**src/rtl/adpcm_pf_pkg.sv**
```systemverilog
package adpcm_pf_pkg;

  localparam int unsigned CODE_W = 4;

  typedef enum logic [1:0] {
    PL_IDLE = 2'd0,
    PL_WAIT = 2'd1,
    PL_RUN  = 2'd2
  } play_st_e;

endpackage

```
**src/rtl/adpcm_pf_bufs.sv**
```systemverilog
module adpcm_pf_bufs #(
  parameter int BLK_W = 128
) (
  input  logic             clk,
  input  logic             rst_n,
  input  logic             flush,
  input  logic             wr_en,
  input  logic             wr_sel,
  input  logic [BLK_W-1:0] wr_data,
  input  logic             free_en,
  input  logic             free_sel,
  input  logic             rd_sel,
  output logic [BLK_W-1:0] rd_data,
  output logic [1:0]       full
);

  logic [BLK_W-1:0] data_w [2];

  for (genvar b = 0; b < 2; b++) begin : g_buf
    logic             we;
    logic             fr;
    logic             full_d;
    logic             full_q;
    logic [BLK_W-1:0] data_q;

    assign we = wr_en && (wr_sel == 1'(b));
    assign fr = free_en && (free_sel == 1'(b));

    always_comb begin
      full_d = full_q;
      if (flush)   full_d = 1'b0;
      else if (we) full_d = 1'b1;
      else if (fr) full_d = 1'b0;
    end

    always_ff @(posedge clk or negedge rst_n) begin
      if (!rst_n) full_q <= 1'b0;
      else        full_q <= full_d;
    end

    always_ff @(posedge clk or negedge rst_n) begin
      if (!rst_n)  data_q <= '0;
      else if (we) data_q <= wr_data;
    end

    assign data_w[b] = data_q;
    assign full[b]   = full_q;
  end

  assign rd_data = data_w[rd_sel];

  // the fetch side only fills a buffer that playback has released
  p_fill_empty_only_r7: assert property (@(posedge clk) disable iff (!rst_n)
    (wr_en && !flush) |-> !full[wr_sel]);

  // playback never releases a buffer that holds no data
  p_free_full_only_r5: assert property (@(posedge clk) disable iff (!rst_n)
    (free_en && !flush) |-> full[free_sel]);

endmodule

```
**src/rtl/adpcm_pf_fetch.sv**
```systemverilog
module adpcm_pf_fetch #(
  parameter int ADDR_W = 16
) (
  input  logic              clk,
  input  logic              rst_n,
  input  logic              flush,
  input  logic              launch,
  input  logic [ADDR_W-1:0] start_blk,
  input  logic [ADDR_W-1:0] end_blk,
  input  logic              run,
  input  logic [1:0]        buf_full,
  input  logic              mem_ack,
  output logic              mem_req,
  output logic [ADDR_W-1:0] mem_addr,
  output logic              wr_en,
  output logic              wr_sel
);

  logic              req_q,  req_d;
  logic [ADDR_W-1:0] addr_q, addr_d;
  logic [ADDR_W-1:0] end_q,  end_d;
  logic              sel_q,  sel_d;
  logic              last_q, last_d;

  always_comb begin
    req_d  = req_q;
    addr_d = addr_q;
    end_d  = end_q;
    sel_d  = sel_q;
    last_d = last_q;
    if (flush) begin
      req_d  = 1'b0;
      sel_d  = 1'b0;
      last_d = 1'b0;
      if (launch) begin
        addr_d = start_blk;
        end_d  = end_blk;
      end
    end else if (req_q) begin
      if (mem_ack) begin
        req_d = 1'b0;
        sel_d = ~sel_q;
        if (addr_q == end_q) last_d = 1'b1;
        else                 addr_d = addr_q + ADDR_W'(1);
      end
    end else if (run && !last_q && !buf_full[sel_q]) begin
      req_d = 1'b1;
    end
  end

  always_ff @(posedge clk or negedge rst_n) begin
    if (!rst_n) begin
      req_q  <= 1'b0;
      addr_q <= '0;
      end_q  <= '0;
      sel_q  <= 1'b0;
      last_q <= 1'b0;
    end else begin
      req_q  <= req_d;
      addr_q <= addr_d;
      end_q  <= end_d;
      sel_q  <= sel_d;
      last_q <= last_d;
    end
  end

  assign mem_req  = req_q;
  assign mem_addr = addr_q;
  assign wr_en    = req_q && mem_ack && !flush;
  assign wr_sel   = sel_q;

  // a pending request is held until it is acknowledged
  p_req_hold_r3: assert property (@(posedge clk) disable iff (!rst_n)
    (mem_req && !mem_ack && !flush) |=> mem_req);

  // the address of a pending request does not move
  p_addr_stable_r3: assert property (@(posedge clk) disable iff (!rst_n)
    (mem_req && !mem_ack && !flush) |=> $stable(mem_addr));

  // nothing beyond the latched end block is requested
  p_no_beyond_end_r2: assert property (@(posedge clk) disable iff (!rst_n)
    mem_req |-> (mem_addr <= end_q));

endmodule

```
**src/rtl/adpcm_pf_play.sv**
```systemverilog
module adpcm_pf_play
  import adpcm_pf_pkg::*;
#(
  parameter int ADDR_W    = 16,
  parameter int BLK_BYTES = 16
) (
  input  logic                  clk,
  input  logic                  rst_n,
  input  logic                  key_on,
  input  logic                  key_off,
  input  logic [ADDR_W-1:0]     start_blk,
  input  logic [ADDR_W-1:0]     end_blk,
  input  logic                  tick,
  input  logic [1:0]            buf_full,
  input  logic [BLK_BYTES*8-1:0] rd_data,
  output logic                  rd_sel,
  output logic                  free_en,
  output logic                  busy,
  output logic                  done,
  output logic                  underrun,
  output logic                  code_valid,
  output logic [CODE_W-1:0]     code
);

  localparam int NIBS      = BLK_BYTES * 2;
  localparam int NIB_IDX_W = $clog2(NIBS);

  play_st_e              st_q,   st_d;
  logic                  sel_q,  sel_d;
  logic [NIB_IDX_W-1:0]  nib_q,  nib_d;
  logic [ADDR_W-1:0]     blk_q,  blk_d;
  logic [ADDR_W-1:0]     end_q,  end_d;
  logic                  done_q, done_d;
  logic                  und_q,  und_d;
  logic                  cv_q,   cv_d;
  logic [CODE_W-1:0]     code_q, code_d;
  logic [7:0]            cur_byte;
  logic [CODE_W-1:0]     cur_nib;

  always_comb begin
    cur_byte = rd_data[nib_q[NIB_IDX_W-1:1]*8 +: 8];
    cur_nib  = nib_q[0] ? cur_byte[3:0] : cur_byte[7:4];
  end

  always_comb begin
    st_d    = st_q;
    sel_d   = sel_q;
    nib_d   = nib_q;
    blk_d   = blk_q;
    end_d   = end_q;
    done_d  = done_q;
    und_d   = und_q;
    cv_d    = 1'b0;
    code_d  = code_q;
    free_en = 1'b0;
    if (key_on) begin
      st_d   = PL_WAIT;
      sel_d  = 1'b0;
      nib_d  = '0;
      blk_d  = start_blk;
      end_d  = end_blk;
      done_d = 1'b0;
      und_d  = 1'b0;
      code_d = '0;
    end else if (key_off) begin
      st_d = PL_IDLE;
    end else if (tick && (st_q != PL_IDLE)) begin
      if (buf_full[sel_q]) begin
        st_d   = PL_RUN;
        cv_d   = 1'b1;
        code_d = cur_nib;
        if (nib_q == NIB_IDX_W'(NIBS - 1)) begin
          nib_d   = '0;
          free_en = 1'b1;
          sel_d   = ~sel_q;
          if (blk_q == end_q) begin
            st_d   = PL_IDLE;
            done_d = 1'b1;
          end else begin
            blk_d = blk_q + ADDR_W'(1);
          end
        end else begin
          nib_d = nib_q + NIB_IDX_W'(1);
        end
      end else if (st_q == PL_RUN) begin
        cv_d   = 1'b1;
        code_d = '0;
        und_d  = 1'b1;
      end
    end
  end

  always_ff @(posedge clk or negedge rst_n) begin
    if (!rst_n) begin
      st_q   <= PL_IDLE;
      sel_q  <= 1'b0;
      nib_q  <= '0;
      blk_q  <= '0;
      end_q  <= '0;
      done_q <= 1'b0;
      und_q  <= 1'b0;
      cv_q   <= 1'b0;
      code_q <= '0;
    end else begin
      st_q   <= st_d;
      sel_q  <= sel_d;
      nib_q  <= nib_d;
      blk_q  <= blk_d;
      end_q  <= end_d;
      done_q <= done_d;
      und_q  <= und_d;
      cv_q   <= cv_d;
      code_q <= code_d;
    end
  end

  assign rd_sel     = sel_q;
  assign busy       = (st_q != PL_IDLE);
  assign done       = done_q;
  assign underrun   = und_q;
  assign code_valid = cv_q;
  assign code       = code_q;

  // the underrun flag only clears on a key-on
  p_underrun_sticky_r8: assert property (@(posedge clk) disable iff (!rst_n)
    (underrun && !key_on) |=> underrun);

  // a starved tick produces a zero code
  p_underrun_zero_r8: assert property (@(posedge clk) disable iff (!rst_n)
    (tick && busy && !key_on && !key_off && !buf_full[rd_sel] && st_q == PL_RUN)
      |=> (code_valid && code == '0));

  // an idle voice emits nothing
  p_idle_silent_r9: assert property (@(posedge clk) disable iff (!rst_n)
    (!busy && !key_on) |=> !code_valid);

  // done and busy are never both set
  p_done_idle_r9: assert property (@(posedge clk) disable iff (!rst_n)
    done |-> !busy);

endmodule

```
**src/rtl/adpcm_pf_top.sv**
```systemverilog
module adpcm_pf_top
  import adpcm_pf_pkg::*;
#(
  parameter int ADDR_W    = 16,
  parameter int BLK_BYTES = 16
) (
  input  logic                   clk,
  input  logic                   rst_n,
  input  logic                   key_on,
  input  logic                   key_off,
  input  logic [ADDR_W-1:0]      start_blk,
  input  logic [ADDR_W-1:0]      end_blk,
  input  logic                   tick,
  output logic                   mem_req,
  output logic [ADDR_W-1:0]      mem_addr,
  input  logic                   mem_ack,
  input  logic [BLK_BYTES*8-1:0] mem_data,
  output logic                   code_valid,
  output logic [CODE_W-1:0]      code,
  output logic                   busy,
  output logic                   done,
  output logic                   underrun
);

  localparam int BLK_W = BLK_BYTES * 8;

  logic [1:0]       rst_sync_q;
  logic             rst_n_s;
  logic             flush;
  logic             wr_en;
  logic             wr_sel;
  logic             free_en;
  logic             rd_sel;
  logic [1:0]       buf_full;
  logic [BLK_W-1:0] rd_data;

  always_ff @(posedge clk or negedge rst_n) begin
    if (!rst_n) rst_sync_q <= 2'b00;
    else        rst_sync_q <= {rst_sync_q[0], 1'b1};
  end
  assign rst_n_s = rst_sync_q[1];

  assign flush = key_on || key_off;

  adpcm_pf_fetch #(.ADDR_W(ADDR_W)) fetch_i (
    .clk       (clk),
    .rst_n     (rst_n_s),
    .flush     (flush),
    .launch    (key_on),
    .start_blk (start_blk),
    .end_blk   (end_blk),
    .run       (busy),
    .buf_full  (buf_full),
    .mem_ack   (mem_ack),
    .mem_req   (mem_req),
    .mem_addr  (mem_addr),
    .wr_en     (wr_en),
    .wr_sel    (wr_sel)
  );

  adpcm_pf_bufs #(.BLK_W(BLK_W)) bufs_i (
    .clk      (clk),
    .rst_n    (rst_n_s),
    .flush    (flush),
    .wr_en    (wr_en),
    .wr_sel   (wr_sel),
    .wr_data  (mem_data),
    .free_en  (free_en),
    .free_sel (rd_sel),
    .rd_sel   (rd_sel),
    .rd_data  (rd_data),
    .full     (buf_full)
  );

  adpcm_pf_play #(.ADDR_W(ADDR_W), .BLK_BYTES(BLK_BYTES)) play_i (
    .clk        (clk),
    .rst_n      (rst_n_s),
    .key_on     (key_on),
    .key_off    (key_off),
    .start_blk  (start_blk),
    .end_blk    (end_blk),
    .tick       (tick),
    .buf_full   (buf_full),
    .rd_data    (rd_data),
    .rd_sel     (rd_sel),
    .free_en    (free_en),
    .busy       (busy),
    .done       (done),
    .underrun   (underrun),
    .code_valid (code_valid),
    .code       (code)
  );

  // key-on or key-off withdraws any request on the next edge
  p_flush_drops_req_r10: assert property (@(posedge clk) disable iff (!rst_n_s)
    (key_on || key_off) |=> !mem_req);

  // after key-off the voice is no longer busy
  p_keyoff_idle_r10: assert property (@(posedge clk) disable iff (!rst_n_s)
    (key_off && !key_on) |=> !busy);

endmodule

```
**config.mk**
```make
export PLATFORM = sky130hd
export DESIGN_NAME = adpcm_pf_top
export DESIGN_NICKNAME = d
export VERILOG_FILES = /design/src/rtl/adpcm_pf_pkg.sv /design/src/rtl/adpcm_pf_bufs.sv /design/src/rtl/adpcm_pf_fetch.sv /design/src/rtl/adpcm_pf_play.sv /design/src/rtl/adpcm_pf_top.sv
export SDC_FILE = /design/constraint.sdc
export NUM_CORES = 1
export LEC_CHECK = 0
export BUFFER_PORTS_ARGS = -buffer_cell sky130_fd_sc_hd__buf_2
export CORE_ASPECT_RATIO = 0.9
export CORE_MARGIN = 8
export CORE_UTILIZATION = 40
export DETAILED_ROUTE_END_ITERATION = 7
export GPL_TIMING_DRIVEN = 0
export SYNTH_ARGS = -nofsm -noshare
export SYNTH_HDL_FRONTEND = slang
export SYNTH_SLANG_ARGS = --single-unit
```
**constraint.sdc**
```tcl
create_clock -name clk -period 16.1 [get_ports clk]
set_input_delay 3.22 -clock clk [delete_from_list [all_inputs] [get_ports clk]]
set_output_delay 3.22 -clock clk [all_outputs]
set_load 0.01 [all_outputs]
```
==> impl_metrics.tcl, run 1 <==
set metrics [dict create \
    status "finished, final reports clean" \
    hold_slack_ns 0.348 \
    power.leakage_nw 8.72 \
    grt_pass1_vias 11800 \
    ant_nets 0 \
    die_x_um 226 \
    start_util 0.404 \
    hold_depth 0 \
    root_buffer "clkbuf_16" \
    post-route-min-period_ns 5.31 \
    synth.net_count 1377 \
    synth.distinct_cells 59 \
    r2r_start "play_i.nib_q[2]$_DFFE_PN0P_" \
    synth_flop_cell "dfrtp_1" \
    maxCapViolations 0 \
    yosysWarnings 0 \
    die-area_mm2 0.0464 \
    reg2reg_slack_ns 12.62 \
    grtUsageMet3 0.0510 \
    post_cts_buffers 0 \
    fill_cells 3598 \
    post_drt_wl_per_cell_um 23.3 \
    dp.cells 1933 \
    slew_violations 0 \
    synth_area_mm2 0.0159 \
    die_h_um 205 \
    grt-busiest-layer "met2" \
    finalNonFillerCells 2010 \
    worstRegToRegCells 11 \
    dr.pass1.iters 4 \
    required_ns 16.53 \
    crit_arrival_ns 5.74 \
    clkTransAtPathRegs_ns 0.06 \
    final_cell_mix "dfrtp_1, mux2_2, buf_2, nand2_1, o21ai_0" \
    via_count 11000 \
    grt_pass1_wl_um 71800 \
    vias_per_cell 5.46 \
    ys_ff_latch 342 \
    grt_util_met2 0.301 \
    track_usage 0.203 \
    place_congestion 0.874 \
    path_max_fanout 10 \
    htree_levels 2 \
    fin_area_mm2 0.0190 \
    ir_worst_vdd_mv 0.0752 \
    insertion_delay_ns 0.55 \
    max_slew_margin 0.291 \
    placed_area_mm2 0.0177 \
    final_hold_viol_count 0 \
    max_freq_ghz 0.188 \
    dp_hpwl_um 34800 \
    worstHoldStart "rst_sync_q[0]$_DFF_PN0_" \
    period_share 0.330 \
    cts_resized 0 \
    clockBufferDepth 3 \
    rows 69 \
    powerDensity_mw_per_mm2 117 \
    drive_above_1_share 0.422 \
    layout.nets 1612 \
    drc_errors 0 \
    area_growth_pct 19.6 \
    fin_tns_setup_ns 0 \
    worstSetupPathType "in -> reg" \
    antenna_found_initial 9 \
    r2r-end "play_i.blk_q[11]$_DFFE_PN0P_" \
    startpoint_type "primary input" \
    wl_um 46800 \
    ios 191 \
    cts_hold_buffers 0 \
    synth_edf_count 0 \
    synthArstFlopShare 1.00 \
    clock-sinks 342 \
    grt_max_degree 62 \
    regArea_mm2 0.00856 \
    crit_path_end_kind "flip-flop" \
    rsz0062_at_grt "no" \
    coreArea_mm2 0.0394 \
    cts_tree "done" \
    multi_input_area_mm2 0.00679 \
    seq_area_frac_synth 0.538 \
    synth_cells 1207 \
    grt_use_met1 0.287 \
    hold_class "reg -> reg" \
    grt_overflow 0 \
    setup_viol 0 \
    port_buffers 189 \
    hold-path-endpoint "rst_sync_q[1]$_DFF_PN0_" \
    tightest_slew_ns 1.05 \
    skew_ns 0.0233 \
    syn_area_per_cell_um2 13.2 \
    final_common_cell "dfrtp_1" \
    numCtsBuffers 39 \
    finish.utilization 0.484 \
    drt_iter0_markers 999 \
]
-- flip-flops by register name, indices dropped and copies added, names as in the netlist --
| name | flops |
|---|---|
| bufs_i.g_buf.data_q | 256 |
| bufs_i.g_buf.full_q | 2 |
| fetch_i.wr_sel | 1 |
| fetch_i.end_q | 16 |
| fetch_i.mem_req | 1 |
| play_i.code | 4 |
| fetch_i.mem_addr | 16 |
| rst_sync_q | 2 |
| play_i.nib_q | 5 |
| play_i.blk_q | 16 |
| play_i.code_valid | 1 |
| play_i.done | 1 |
| play_i.underrun | 1 |
| fetch_i.last_q | 1 |
| play_i.end_q | 16 |
| play_i.rd_sel | 1 |
| play_i.st_q | 2 |
-- routing by layer --
metal,share of wire,up-vias
met4,0.033,4
met1,0.46,5672
li1,-,4880
met5,0.00056,-
met2,0.44,329
met3,0.062,86
-- critical path, stage by stage --
cell,delay (ns)
buf_2,0.09
clkbuf_1,0.42
nor2_1,0.29
nand4_1,0.27
clkbuf_1,0.58
buf_2,0.47
mux2_2,0.39
-- through the flow --
| step | setup WS, ns | power (W) |
|---|---|---|
| 6_report | 10.79 | 0.00223 |
| 3_5_place_dp | 10.27 | 0.00132 |
| 3_3_place_gp | 1.94 | 0.00131 |
| 4_1_cts | 10.84 | 0.00225 |
| 5_1_grt | 10.68 | 0.00232 |
| 2_1_floorplan | 5.86 | 0.00121 |
-- logic make-up after synthesis --
group,count (synthesis),share of synthesized area
xor+xnor,41,0.0226
simple gates,171,0.0531
mux,357,0.282
compound gates,170,0.0654
other cells,1,0.000236
buf+inv,121,0.0358
fa+ha+maj,4,0.00314
flops,342,0.538
-- worst max-delay path by stage --
stage                            start                                endpoint  slack, ns  cells after the start
6_report                        key_on  bufs_i.g_buf[1].data_q[36]$_DFFE_PN0P_      10.79                      7
5_1_grt                         key_on  bufs_i.g_buf[1].data_q[36]$_DFFE_PN0P_      10.68                      7
4_1_cts                         key_on  bufs_i.g_buf[1].data_q[36]$_DFFE_PN0P_      10.84                      7
3_5_place_dp                    key_on  bufs_i.g_buf[1].data_q[36]$_DFFE_PN0P_      10.27                      7
3_3_place_gp   rst_sync_q[1]$_DFF_PN0_  bufs_i.g_buf[0].data_q[96]$_DFFE_PN0P_       1.94                      0
2_1_floorplan  rst_sync_q[1]$_DFF_PN0_   bufs_i.g_buf[0].data_q[0]$_DFFE_PN0P_       5.86                      0
-- synthesized netlist by cell type, types with 3 or more instances --
library cell	instances	area (um2)
buf_1	3	11.3
o21ai_0	65	325
nand2_1	72	270
inv_1	38	143
o31ai_1	3	22.5
a31oi_1	9	56.3
o211ai_1	5	37.5
nand4_1	16	100
a32oi_1	3	26.3
nor3_1	6	30.0
a221oi_1	3	26.3
o22ai_1	12	75.1
nand2b_1	4	25.0
o221ai_1	8	70.1
nor4_1	6	37.5
nor2_1	21	78.8
nand3_1	23	115
a22o_1	3	26.3
mux2i_1	51	510
o311ai_0	3	26.3
xnor2_1	18	158
ha_1	4	50.1
buf_2	38	190
clkbuf_1	31	116
o311ai_1	4	35.0
buf_6	8	90.1
mux4_2	47	1060
or3_1	3	18.8
mux2_2	258	2910
dfrtp_1	342	8560
xor2_1	23	201
a211oi_1	8	60.1
a21oi_1	33	165
-- report_power, final --
group | internal (W) | total, W | leakage [nW] | switching [W]
clock network | 0.000564 | 0.000922 | 0.670 | 0.000359
logic | 0.000155 | 0.000282 | 3.58 | 0.000127
registers | 0.000960 | 0.00102 | 4.47 | 0.0000638
-- layout make-up --
cell class                 count  share of cell area
tap                          532              0.0350
inverter                      38             0.00749
sequential                   342               0.450
multi-input combinational    744               0.357
timing repair buffer         194              0.0569
clock buffer                  65              0.0659
antenna                        5            0.000657
buffer                        83              0.0225
clock inverter                 7             0.00526
Power figures use the tool's default switching activity.
==> run 2: changes to the inputs <==
ABC_AREA = 1   (was default)
clock period = 4.7 ns   (was 16.1 ns; I/O delays follow)
==> impl_metrics.tcl, run 2 <==
set metrics [dict create \
    status "finished, final reports clean" \
    critPathMaxStageDelay_ns 0.69 \
    via_count 15900 \
    path_max_fanout 10 \
    cts_tree "done" \
    muxShareOfSynthArea 0.00118 \
    synthSimpleGateAreaFrac 0.282 \
    post_drt_wl_per_cell_um 20.3 \
    clockPowerShare 0.400 \
    drc_errors 0 \
    vias_per_cell 5.32 \
    root_buffer "clkbuf_16" \
    ir_worst_vdd_mv 0.207 \
    htree_levels 2 \
    synth_edf_count 0 \
    startpoint_type "flip-flop" \
    antenna_found_initial 0 \
    dp_slack_ns 1.80 \
    die_x_um 233 \
    ys_ff_latch 342 \
    syn_area_per_cell_um2 7.78 \
    ios 191 \
    start_util 0.405 \
    regMostFlops "bufs_i.g_buf.data_q" \
    die_h_um 211 \
    max_freq_ghz 0.394 \
    largest_reg_flops 256 \
    seq_area_frac_synth 0.504 \
    synthTopCellsByArea "dfrtp_1, nand2_1, o21ai_0" \
    tightest_slew_ns 0.872 \
    drive_above_1_share 0.155 \
    worstSetupPathType "reg -> reg" \
    post-synth-top-count-cell "nand2_1" \
    ant_nets 0 \
    synth_compound_area_frac 0.103 \
    max_slew_margin 0.419 \
    required_ns 5.14 \
    clock-sinks 342 \
    p_comb_frac 0.148 \
    area_growth_pct 18.1 \
    crit_arrival_ns 2.98 \
    yosysTopAreaCell "dfrtp_1" \
    power.leakage_nw 10.1 \
    hold_class "in -> async" \
    powerDensity_mw_per_mm2 390 \
    drt_iter0_markers 1562 \
    dp_hpwl_um 44400 \
    cts_hold_buffers 0 \
    critical-path-slowest-cell "clkbuf_1" \
    synth_cells 2181 \
    synth_flop_cell "dfrtp_1" \
    path_common_cell "nand2_1" \
    rsz0062_at_grt "no" \
    ys_top_cells_by_count "nand2_1, dfrtp_1, o21ai_0" \
    post-route-min-period_ns 2.54 \
    synth.net_count 2351 \
    switching_power_w 0.00224 \
    grt_max_degree 68 \
    place_congestion 0.931 \
    final_hold_viol_count 0 \
    wl_um 60900 \
    fin_tns_setup_ns 0 \
    dr.pass1.iters 5 \
    synth_top_family_by_area "simple AND/OR/NAND/NOR gates" \
    synth.distinct_cells 45 \
    period_share 0.540 \
    grt_pass1_vias 15800 \
    numCtsBuffers 40 \
    grt_pass1_wl_um 92900 \
    fill_cells 4199 \
    synthAdderAreaFrac 0.00295 \
    track_usage 0.246 \
    grt_overflow 0 \
    clockBufferDepth 3 \
    critPathTopFamily "simple AND/OR/NAND/NOR gates" \
    fin_ws_ns 2.16 \
    synth_area_mm2 0.0170 \
    post_cts_buffers 0 \
    worst-path-buf-inv 2 \
    finalPower_w 0.00781 \
    crit_path_end_kind "flip-flop" \
    rows 71 \
    final_common_cell "nand2_1" \
    synthArstFlopShare 1.00 \
    power_frac_seq 0.451 \
    path_cells "buf_2 -> clkbuf_1 -> nand3_1 -> nand2_1 -> nor2_1 -> nor2_1 -> nand2_1 -> nand3_1 -> nand2_1 -> nand2_1 -> nand2_1" \
    cts_resized 0 \
    die-area_mm2 0.0493 \
    synth_top_area_share 0.504 \
    insertion_delay_ns 0.57 \
    yosysWarnings 0 \
    skew_ns 0.0274 \
    synthXorXnorAreaFrac 0.0232 \
    coreArea_mm2 0.0418 \
    slew_violations 0 \
    layout.nets 2587 \
    setup_viol 0 \
    port_buffers 189 \
    final_cell_mix "nand2_1, dfrtp_1, o21ai_0, buf_2, nand3_1" \
    switching_share 0.286 \
    clkTransAtPathRegs_ns 0.06 \
    internal_power_w 0.00557 \
    maxCapViolations 0 \
]
## run 2: cell types whose count changed after synthesis, moves of 19 or more
cell,change
mux4_2,-47
mux2i_1,-49
nand2_1,+739
nor2_1,+45
mux2_2,-258
o21ai_0,+222
nand3_1,+200
clkbuf_1,+19
inv_1,+130
## run 2: final timing paths
path | to | slack, ns | startpoint | cells after the start
setup / recovery | play_i.code[2]$_DFFE_PN0P_ | 2.16 | play_i.nib_q[1]$_DFFE_PN0P_ | 11
hold / removal | rst_sync_q[0]$_DFF_PN0_ | 0.16 | rst_n | 1
setup reg to reg | play_i.code[2]$_DFFE_PN0P_ | 2.16 | play_i.nib_q[1]$_DFFE_PN0P_ | 11
hold reg to reg | rst_sync_q[1]$_DFF_PN0_ | 0.35 | rst_sync_q[0]$_DFF_PN0_ | 0
max in group asynchronous | bufs_i.g_buf[1].data_q[84]$_DFFE_PN0P_ | 2.80 | rst_sync_q[1]$_DFF_PN0_ | 3
min in group clk | rst_sync_q[1]$_DFF_PN0_ | 0.35 | rst_sync_q[0]$_DFF_PN0_ | 0
## run 2: cells by family (layout without fill, tap and decap cells)
kind of cell	after synthesis	after routing
mux	2	2
buf+inv	302	567
fa+ha+maj	4	4
simple gates	1152	1152
compound gates	333	333
other cells	1	2
xor+xnor	45	45
flops	342	342
## run 2: metal layers
metal | GRT usage | routed length [um] | up-vias
met5 | 0 | 0 | -
met4 | 0.0837 | 1860 | 0
met3 | 0.0649 | 6310 | 113
met2 | 0.353 | 25700 | 702
met1 | 0.355 | 27000 | 7707
li1 | - | - | 7399
## run 2: final cells by class
type | count | area [um2] | area share
repair buffers | 194 | 1080 | 0.0541
flip-flops and latches | 342 | 8560 | 0.427
inverters | 175 | 664 | 0.0332
clock buffers | 62 | 1190 | 0.0596
multi-input cells | 1537 | 7010 | 0.350
diodes | 1 | 2.50 | 0.000125
clock inverters | 9 | 103 | 0.00512
plain buffers | 127 | 733 | 0.0366
well taps | 547 | 684 | 0.0342
## run 2: metrics by stage
stage	hold slack, ns	instance area (um2)	util	cells
after detailed placement	0.346	18700	0.448	2922
after global routing	0.149	20000	0.479	2993
after floorplan	0.331	17000	-	2181
after CTS	0.133	20000	0.479	2993
final	0.164	20000	0.479	2994
after global placement	0.337	18600	0.444	2917
## run 2: power by group through the flow
stage	sequential, W	clock (W)	combinational, W
final	0.00353	0.00313	0.00116
after floorplan	0.00354	0	0.000713
after detailed placement	0.00357	0	0.00115
after global placement	0.00361	0	0.00106
after global routing	0.00357	0.00328	0.00131
after CTS	0.00352	0.00317	0.00115
